===== src/rtl/spi_wfifo_pkg.sv =====
package spi_wfifo_pkg;
  localparam int WORD_W         = 32;
  localparam int DEPTH_WORDS    = 2;
  localparam int BYTES_PER_WORD = 4;
  localparam int THR_BITS       = 3;
endpackage


===== src/rtl/spi_wfifo_core.sv =====
// One word FIFO with byte-counted ready flag and sticky access errors.
module spi_wfifo_core #(
  parameter int DW    = 32,
  parameter int DEPTH = 2,
  parameter int BPW   = 4,
  parameter int THR_W = 3,
  parameter bit READY_ON_FREE = 1'b0
) (
  input  logic             clk,
  input  logic             rst,
  input  logic             clr,
  input  logic             en,
  input  logic             push,
  input  logic [DW-1:0]    din,
  input  logic             pop,
  output logic [DW-1:0]    dout,
  input  logic [THR_W-1:0] thr,
  output logic             empty,
  output logic             full,
  output logic             ready,
  output logic             ovf,
  output logic             udf
);
  localparam int AW  = (DEPTH > 1) ? $clog2(DEPTH) : 1;
  localparam int CW  = $clog2(DEPTH + 1);
  localparam int CAP = DEPTH * BPW;
  localparam int BW0 = $clog2(CAP + 1);
  localparam int BW  = (BW0 > THR_W) ? BW0 + 1 : THR_W + 1;

  logic [DW-1:0] mem [DEPTH];
  logic [AW-1:0] wr_ptr, rd_ptr;
  logic [CW-1:0] count_q, count_nxt;
  logic          do_push, do_pop;
  logic [BW-1:0] bytes_nxt, room_nxt, thr_ext;
  logic          ready_nxt;

  function automatic logic [AW-1:0] bump(input logic [AW-1:0] p);
    return (p == AW'(DEPTH - 1)) ? '0 : p + 1'b1;
  endfunction

  assign do_push = en & push & ~full & ~clr;
  assign do_pop  = en & pop & ~empty & ~clr;

  always_comb begin
    count_nxt = count_q;
    if (clr) count_nxt = '0;
    else begin
      case ({do_push, do_pop})
        2'b10:   count_nxt = count_q + CW'(1);
        2'b01:   count_nxt = count_q - CW'(1);
        default: count_nxt = count_q;
      endcase
    end
  end

  assign bytes_nxt = BW'(count_nxt) * BW'(BPW);
  assign room_nxt  = BW'(CAP) - bytes_nxt;
  assign thr_ext   = BW'(thr);

  generate
    if (READY_ON_FREE) begin : g_free
      assign ready_nxt = room_nxt > thr_ext;
    end else begin : g_fill
      assign ready_nxt = bytes_nxt > thr_ext;
    end
  endgenerate

  // storage: write port, no reset, so it can map onto block RAM
  always_ff @(posedge clk) begin
    if (do_push) mem[wr_ptr] <= din;
  end

  // registered read port
  always_ff @(posedge clk) begin
    if (rst)         dout <= '0;
    else if (do_pop) dout <= mem[rd_ptr];
  end

  always_ff @(posedge clk) begin
    if (rst) begin
      wr_ptr  <= '0;
      rd_ptr  <= '0;
      count_q <= '0;
      empty   <= 1'b1;
      full    <= 1'b0;
      ready   <= READY_ON_FREE ? (BW'(CAP) > thr_ext) : 1'b0;
      ovf     <= 1'b0;
      udf     <= 1'b0;
    end else begin
      wr_ptr  <= clr ? '0 : (do_push ? bump(wr_ptr) : wr_ptr);
      rd_ptr  <= clr ? '0 : (do_pop ? bump(rd_ptr) : rd_ptr);
      count_q <= count_nxt;
      empty   <= (count_nxt == '0);
      full    <= (count_nxt == CW'(DEPTH));
      ready   <= ready_nxt;
      ovf     <= clr ? 1'b0 : (ovf | (en & push & full));
      udf     <= clr ? 1'b0 : (udf | (en & pop & empty));
    end
  end
endmodule


===== src/rtl/spi_wfifo_flush.sv =====
// Self-clearing flush sequencer shared by both directions.
module spi_wfifo_flush (
  input  logic clk,
  input  logic rst,
  input  logic soft_rst,
  input  logic req,
  input  logic all_empty,
  output logic busy
);
  always_ff @(posedge clk) begin
    if (rst || soft_rst) busy <= 1'b0;
    else if (req)        busy <= 1'b1;
    else if (all_empty)  busy <= 1'b0;
  end
endmodule


===== src/rtl/spi_word_fifo_pair.sv =====
module spi_word_fifo_pair
  import spi_wfifo_pkg::*;
#(
  parameter int DW    = WORD_W,
  parameter int DEPTH = DEPTH_WORDS,
  parameter int BPW   = BYTES_PER_WORD,
  parameter int THR_W = THR_BITS
) (
  input  logic             clk,
  input  logic             rst,
  input  logic             soft_rst,
  input  logic             fifo_mode,
  input  logic             flush_req,
  output logic             flush_busy,
  input  logic [THR_W-1:0] tx_thr,
  input  logic [THR_W-1:0] rx_thr,
  input  logic             host_wr_en,
  input  logic [DW-1:0]    host_wr_data,
  input  logic             shf_tx_pop,
  output logic [DW-1:0]    shf_tx_data,
  input  logic             shf_rx_push,
  input  logic [DW-1:0]    shf_rx_data,
  input  logic             host_rd_en,
  output logic [DW-1:0]    host_rd_data,
  output logic             tx_empty,
  output logic             tx_full,
  output logic             tx_ready,
  output logic             tx_ovf,
  output logic             tx_udf,
  output logic             rx_empty,
  output logic             rx_full,
  output logic             rx_ready,
  output logic             rx_ovf,
  output logic             rx_udf
);
  logic clr;
  assign clr = soft_rst | flush_busy;

  spi_wfifo_flush u_flush (
    .clk(clk), .rst(rst), .soft_rst(soft_rst), .req(flush_req),
    .all_empty(tx_empty & rx_empty), .busy(flush_busy)
  );

  spi_wfifo_core #(.DW(DW), .DEPTH(DEPTH), .BPW(BPW), .THR_W(THR_W),
                   .READY_ON_FREE(1'b1)) u_tx (
    .clk(clk), .rst(rst), .clr(clr), .en(fifo_mode),
    .push(host_wr_en), .din(host_wr_data),
    .pop(shf_tx_pop), .dout(shf_tx_data), .thr(tx_thr),
    .empty(tx_empty), .full(tx_full), .ready(tx_ready),
    .ovf(tx_ovf), .udf(tx_udf)
  );

  spi_wfifo_core #(.DW(DW), .DEPTH(DEPTH), .BPW(BPW), .THR_W(THR_W),
                   .READY_ON_FREE(1'b0)) u_rx (
    .clk(clk), .rst(rst), .clr(clr), .en(fifo_mode),
    .push(shf_rx_push), .din(shf_rx_data),
    .pop(host_rd_en), .dout(host_rd_data), .thr(rx_thr),
    .empty(rx_empty), .full(rx_full), .ready(rx_ready),
    .ovf(rx_ovf), .udf(rx_udf)
  );
endmodule


===== config.mk =====
export PLATFORM = sky130hd
export DESIGN_NAME = spi_word_fifo_pair
export DESIGN_NICKNAME = d
export VERILOG_FILES = /design/src/rtl/spi_wfifo_pkg.sv /design/src/rtl/spi_wfifo_core.sv /design/src/rtl/spi_wfifo_flush.sv /design/src/rtl/spi_word_fifo_pair.sv
export SDC_FILE = /design/constraint.sdc
export NUM_CORES = 1
export LEC_CHECK = 0
export ABC_AREA = 1
export CAP_MARGIN = 15
export CORE_MARGIN = 2
export CORE_UTILIZATION = 53
export CTS_BUF_LIST = sky130_fd_sc_hd__clkbuf_8
export DETAILED_ROUTE_END_ITERATION = 7
export PLACE_DENSITY_LB_ADDON = 0.05
export SYNTH_ARGS = -nofsm -noshare
export SYNTH_HDL_FRONTEND = slang
export SYNTH_SLANG_ARGS = --single-unit

===== constraint.sdc =====
create_clock -name clk -period 3.5 [get_ports clk]
set_input_delay 0.35 -clock clk [delete_from_list [all_inputs] [get_ports clk]]
set_output_delay 0.35 -clock clk [all_outputs]
set_load 0.02 [all_outputs]

==> results.yml, run 1 <==
finish:
  synthToLayoutAreaGrowth_pct: 28.73
  final_common_cell: "nand2_1"
  multi_input_area_sq_um: 1998
  ff_latch_area_sq_um: 5505
  nets: 983
  fillCellCount: 1108
  final_cell_mix: "nand2_1, clkdlybuf4s50_1, nor2_1"
  drive_gt1_share_pct: 7.592
  diodes: 0
  fin_cells: 1106
synthesis:
  synth_cells: 738
  synth.top_cells.by_area: "edfxtp_1, dfxtp_1, nand2_1, nor2_1, o21ai_0"
  synth_cell_types: 25
  yosys_warnings: 0
  synth-seq-cells: 211
  yosysTopAreaCell: "edfxtp_1"
  synth_fp_nets: 824
  avgSynthCellArea_sq_um: 10.56
  syn-cell-area_sq_um: 7795
  ys_seq_area_share_pct: 70.63
  yosys.area.top_type_share_pct: 49.31
routing:
  drt-total-wl_mm: 15.89
  wl_met2_mm: 7.603
  wl_met3_mm: 1.149
  drt_pass1_iterations: 4
  dr.first_iter.drc_count: 338
  vias: 5398
  routedWlPerCell_microns: 14.37
  met1Wirelength_mm: 6.902
  route.detailed.drc: 0
  antenna_left: 0
  maxUsedRoutingLayer: "met4"
  via_per_inst: 4.881
pwr:
  ir_drop_v: 0.0003316
  p_leak_nw: 3.842
  pwr-share-comb_pct: 4.6
  p_int_mw: 3.738
  p_sw_share_pct: 20.89
  power.switching_mw: 0.9870
  powerDensity_nw_per_um2: 470.8
  p_seq_share_pct: 56.6
  p_clk_share_pct: 38.8
cts:
  cts_resized: 0
  clk_pin_slew_ns: 0.06
  clock_sinks: 211
  hold_buffers: 0
  clk_path_buf_depth: 3
  clk_latency_ns: 0.55
  cts_max_level: 1
  cts_tree: "done"
  postCtsSetupRepairBufs: 0
  cts_buffers: 31
  cts-root-buf: "clkbuf_8"
worst_setup_path:
  worstSetupEndpointType: "register"
  critical_path.startpoint_type: "register"
  path_class: "reg -> reg"
  critical_path.startpoint: "u_flush.busy$_SDFFE_PP0P_"
  reg2reg_slack_ns: 0.94
  r2r_start: "u_flush.busy$_SDFFE_PP0P_"
  cp_data_arrival_time_ns: 3.04
  cp_max_fo: 34
  crit_required_ns: 3.98
placed_design:
  placed_cells: 1048
  dp_hpwl_mm: 9.646
  io_buffers: 153
  gp_congestion: 0.7839
floorplan:
  fp.dieArea_sq_um: 15690
  rows: 44
  design.portCount: 154
  die_x_microns: 125.3
  start_util_pct: 54.04
  fp.coreArea_sq_um: 14420
  dieHeight_microns: 125.3
grt:
  antenna_found_initial: 0
  grt_pass1_wl_mm: 25.62
  overflow: 0
  grt.total_usage_pct: 20.10
  grt_max_degree: 68
  grt_pass1_vias: 5263
sta:
  worstMarginPinSlew_ns: 1.105
  layout_min_cycle_time_ns: 2.560
  max_clock_freq_mhz: 390.7
  maxSlewHeadroom_pct: 26.26
  slew_viol_final: 0
  setup_viol: 0
  tns_ns: 0
  rsz0062_at_grt: "false"
  timing_hold_violations_final: 0
  finClkSkew_ns: 0.01778
  period_share_pct: 73.14
job:
  cap_violations: 0
outcome:
  run_status: "completed"
min_path:
  min-delay-start: "shf_rx_data[6]"
  hold_path_class: "in -> reg"
==> synthesized netlist by cell type, drive strengths merged <==
cell    instances
inv            30
clkbuf         16
nor2          151
edfxtp        128
nand2         211
nor3            3
nand4           3
ha              7
nand3          11
or2             1
a21oi           7
dfxtp          83
o21ai          68
buf            18
xor2            1
==> logic make-up (layout without fill, tap and decap cells) <==
| group | after synthesis | after routing | synth area share (%) |
|---|---|---|---|
| xor gates and xnor gates | 1 | 1 | 0.1124 |
| adders and majority gates | 7 | 7 | 1.124 |
| DFF | 211 | 211 | 70.63 |
| and+or+nand+nor | 380 | 380 | 19.20 |
| AOI/OAI and AO/OA | 75 | 75 | 4.815 |
| buffers and inverters | 64 | 248 | 4.125 |
==> worst max-delay path, cell delays in order (launching register included) <==
cell     delay, ns
dfxtp_1       0.35
nor2_4        0.31
nand2_4       0.28
inv_4         0.39
ha_1          0.32
inv_1         0.10
o21ai_0       0.10
nor2_2        0.16
ha_1          0.25
nand2_1       0.07
nand3_1       0.06
nand2_1       0.11
==> through the flow <==
| step | setup WS [ns] | hold slack, ns | power (mW) | cell area (sq um) | utilization, % |
|---|---|---|---|---|---|
| after CTS | 0.9608 | 0.3457 | 4.772 | 10030 | 69.57 |
| after global placement | 0.5350 | 0.4387 | 2.937 | 9435 | 65.41 |
| after global routing | 0.7249 | 0.3408 | 4.908 | 10030 | 69.57 |
| final | 0.9403 | 0.3768 | 4.725 | 10030 | 69.57 |
| after floorplan | 0.8934 | 0.4213 | 2.811 | 7795 | - |
| after detailed placement | 0.4345 | 0.4393 | 2.946 | 9435 | 65.41 |
==> sequential cells by signal, indices dropped and copies added, names as in the netlist, 2 cells and up <==
| name | cells |
|---|---|
| u_tx.mem | 64 |
| u_rx.count_q | 2 |
| u_tx.count_q | 2 |
| u_tx.dout | 32 |
| u_rx.dout | 32 |
| u_rx.mem | 64 |
==> power groups by stage <==
stage          clock [mW]  sequential, mW  combinational [mW]
2_1_floorplan           0            2.74              0.0758
3_3_place_gp            0            2.73               0.209
3_5_place_dp            0            2.73               0.217
4_1_cts              1.88            2.68               0.218
5_1_grt              1.99            2.68               0.239
6_report             1.83            2.68               0.217
==> metal layers <==
layer	vias up	global-route usage (%)
met1	2456	26.31
met4	0	4.510
met2	179	34.27
met5	-	0
met3	23	4.964
li1	2740	-
==> layout make-up <==
class	instances	area share, %
clock buffers	37	5.075
clock inverters	21	0.8978
inverters	30	1.172
multi-input cells	463	19.91
flip-flops and latches	211	54.86
well taps	184	2.294
repair buffers	160	15.79
==> path summary, 6_finish.rpt <==
kind | to | cells after the start
max | u_rx.ready$_SDFF_PP0_ | 11
min | u_rx.mem[0][6]$_DFFE_PP_ | 1
max reg2reg | u_rx.ready$_SDFF_PP0_ | 11
min reg2reg | u_rx.ovf$_SDFF_PP0_ | 2
(Power assumes the default switching activity.)
==> run 2: changes to the inputs <==
==> constraint.sdc (replaced) <==
create_clock -name clk -period 2.5 [get_ports clk]
set_input_delay 0.25 -clock clk [delete_from_list [all_inputs] [get_ports clk]]
set_output_delay 0.25 -clock clk [all_outputs]
set_load 0.02 [all_outputs]
==> run 2 against run 1 <==
Sequential power grew 40%. Design area up 2.2%. Sequential share of layout area fell by 1.2 points. Flip-flop and latch count did not move. Clock power grew 50%.
==> results.yml, run 2 (synthesized netlist as in run 1, its figures left out) <==
min_path:
  hold_path_class: "in -> reg"
grt:
  antenna_found_initial: 0
  grt_pass1_vias: 5641
  met1_usage_pct: 25.70
  grt_pass1_wl_mm: 26.97
  grt.total_usage_pct: 21.41
  overflow: 0
  grt-busiest-layer: "met2"
  grtUsageMet3_pct: 5.819
  grt_use_met2_pct: 37.12
  grt_max_degree: 41
cts:
  clk_path_buf_depth: 3
  clk_pin_slew_ns: 0.06
  clock_sinks: 211
  cts_buffers: 35
  clk_latency_ns: 0.52
  hold_buffers: 0
  cts_max_level: 2
  cts_tree: "done"
  cts_resized: 0
  cts-root-buf: "clkbuf_8"
  postCtsSetupRepairBufs: 0
pwr:
  p_seq_share_pct: 54.9
  ir_drop_v: 0.0004995
  p_leak_nw: 3.956
  powerDensity_nw_per_um2: 665.0
  p_sw_share_pct: 21.32
  power.switching_mw: 1.455
  p_int_mw: 5.367
  p_clk_share_pct: 40.4
  pwr-share-comb_pct: 4.7
sta:
  layout_min_cycle_time_ns: 2.117
  finalWorstSetupSlack_ns: 0.3831
  period_share_pct: 84.68
  max_clock_freq_mhz: 472.4
  maxSlewHeadroom_pct: 64.26
  finClkSkew_ns: 0.01010
  timing_hold_violations_final: 0
  slew_viol_final: 0
  worstMarginPinSlew_ns: 0.5355
  rsz0062_at_grt: "false"
  setup_viol: 0
routing:
  antenna_left: 0
  via_per_inst: 4.886
  dr.first_iter.drc_count: 338
  vias: 5511
  route.detailed.drc: 0
  drt-total-wl_mm: 16.64
  routedWlPerCell_microns: 14.75
  drt_pass1_iterations: 4
worst_setup_path:
  crit_required_ns: 2.88
  cp_max_fo: 3
  critical_path.startpoint_type: "register"
  worstSetupEndpointType: "register"
  cp_data_arrival_time_ns: 2.50
  path_class: "reg -> reg"
finish:
  drive_gt1_share_pct: 9.004
  multi_input_area_sq_um: 1998
  final_common_cell: "nand2_1"
  nets: 1003
  synthToLayoutAreaGrowth_pct: 31.59
  fin_cells: 1128
  diodes: 0
  top_regs: "u_rx.mem: 64 flops, u_tx.mem: 64 flops"
  stdcell_area_sq_um: 10260
  fillCellCount: 1066
  ff_latch_area_sq_um: 5505
  final_cell_mix: "nand2_1, clkdlybuf4s50_1, nor2_1"
floorplan:
  fp.coreArea_sq_um: 14420
  fp.dieArea_sq_um: 15690
  dieHeight_microns: 125.3
  die_x_microns: 125.3
  start_util_pct: 54.04
  design.portCount: 154
  rows: 44
job:
  cap_violations: 0
placed_design:
  gp_congestion: 0.7734
  pre_cts_slack_ns: -0.09925
  placed_cells: 1064
  io_buffers: 153
  placed_area_sq_um: 9605
  dp_hpwl_mm: 10.41
outcome:
  run_status: "completed"
==> run 2: changes by cell type in the layout (fill, tap and decap cells not counted) <==
cell        previous run  this run
clkbuf_8              37        40
clkinv_2               6         0
clkinvlp_4             1         3
inv_1                 38        43
buf_12                 0         4
buf_4                  7        19
clkinv_1               1         3
==> run 2: power by group through the flow <==
stage	Combinational (mW)	Clock (mW)	Sequential (mW)
6_report	0.320	2.75	3.75
5_1_grt	0.352	2.97	3.75
4_1_cts	0.321	2.83	3.75
3_5_place_dp	0.319	0	3.82
3_3_place_gp	0.308	0	3.82
2_1_floorplan	0.107	0	3.83
==> run 2: metal layers <==
metal  share of wire (%)  vias to the layer above
met5                   0                        -
met4                 1.5                        0
met3                 6.5                       25
met2                  51                      169
met1                  41                     2536
li1                    -                     2781
==> run 2: final timing paths <==
path | cells past startpoint | startpoint | endpoint | slack [ns]
worst max-delay path | 10 | u_flush.busy$_SDFFE_PP0P_ | u_tx.ready$_SDFF_PP1_ | 0.38
worst max register to register | 10 | u_flush.busy$_SDFFE_PP0P_ | u_tx.ready$_SDFF_PP1_ | 0.38
worst min register to register | 2 | u_tx.ovf$_SDFF_PP0_ | u_tx.ovf$_SDFF_PP0_ | 0.45
worst min-delay path | 1 | shf_rx_data[5] | u_rx.mem[0][5]$_DFFE_PP_ | 0.31
==> run 2: worst max-delay path, stage by stage (launching register included) <==
cell and delay (ns):
dfxtp_1 0.33, nor2_4 0.16, nand2_1 0.10, ha_1 0.30, xor2_1 0.18, nor2_1 0.17
inv_1 0.10, ha_1 0.34, inv_1 0.05, o21ai_0 0.16, nand3_1 0.09
==> run 2: layout make-up <==
| type | instances | area share, % |
|---|---|---|
| clock inverter | 24 | 0.9880 |
| clock buffer | 40 | 5.367 |
| sequential | 211 | 53.67 |
| inverter | 30 | 1.147 |
| multi-input combinational | 463 | 19.48 |
| timing repair buffer | 176 | 17.10 |
| tap | 184 | 2.244 |
==> run 2: metrics by stage <==
step | power, mW | util, % | hold slack [ns] | setup TNS (ns)
6_report | 6.821 | 71.11 | 0.3113 | 0
5_1_grt | 7.075 | 71.11 | 0.2867 | 0
4_1_cts | 6.897 | 71.11 | 0.2817 | 0
3_5_place_dp | 4.140 | 66.59 | 0.4422 | -0.09925
3_3_place_gp | 4.126 | 66.59 | 0.4407 | 0
2_1_floorplan | 3.936 | - | 0.3213 | 0
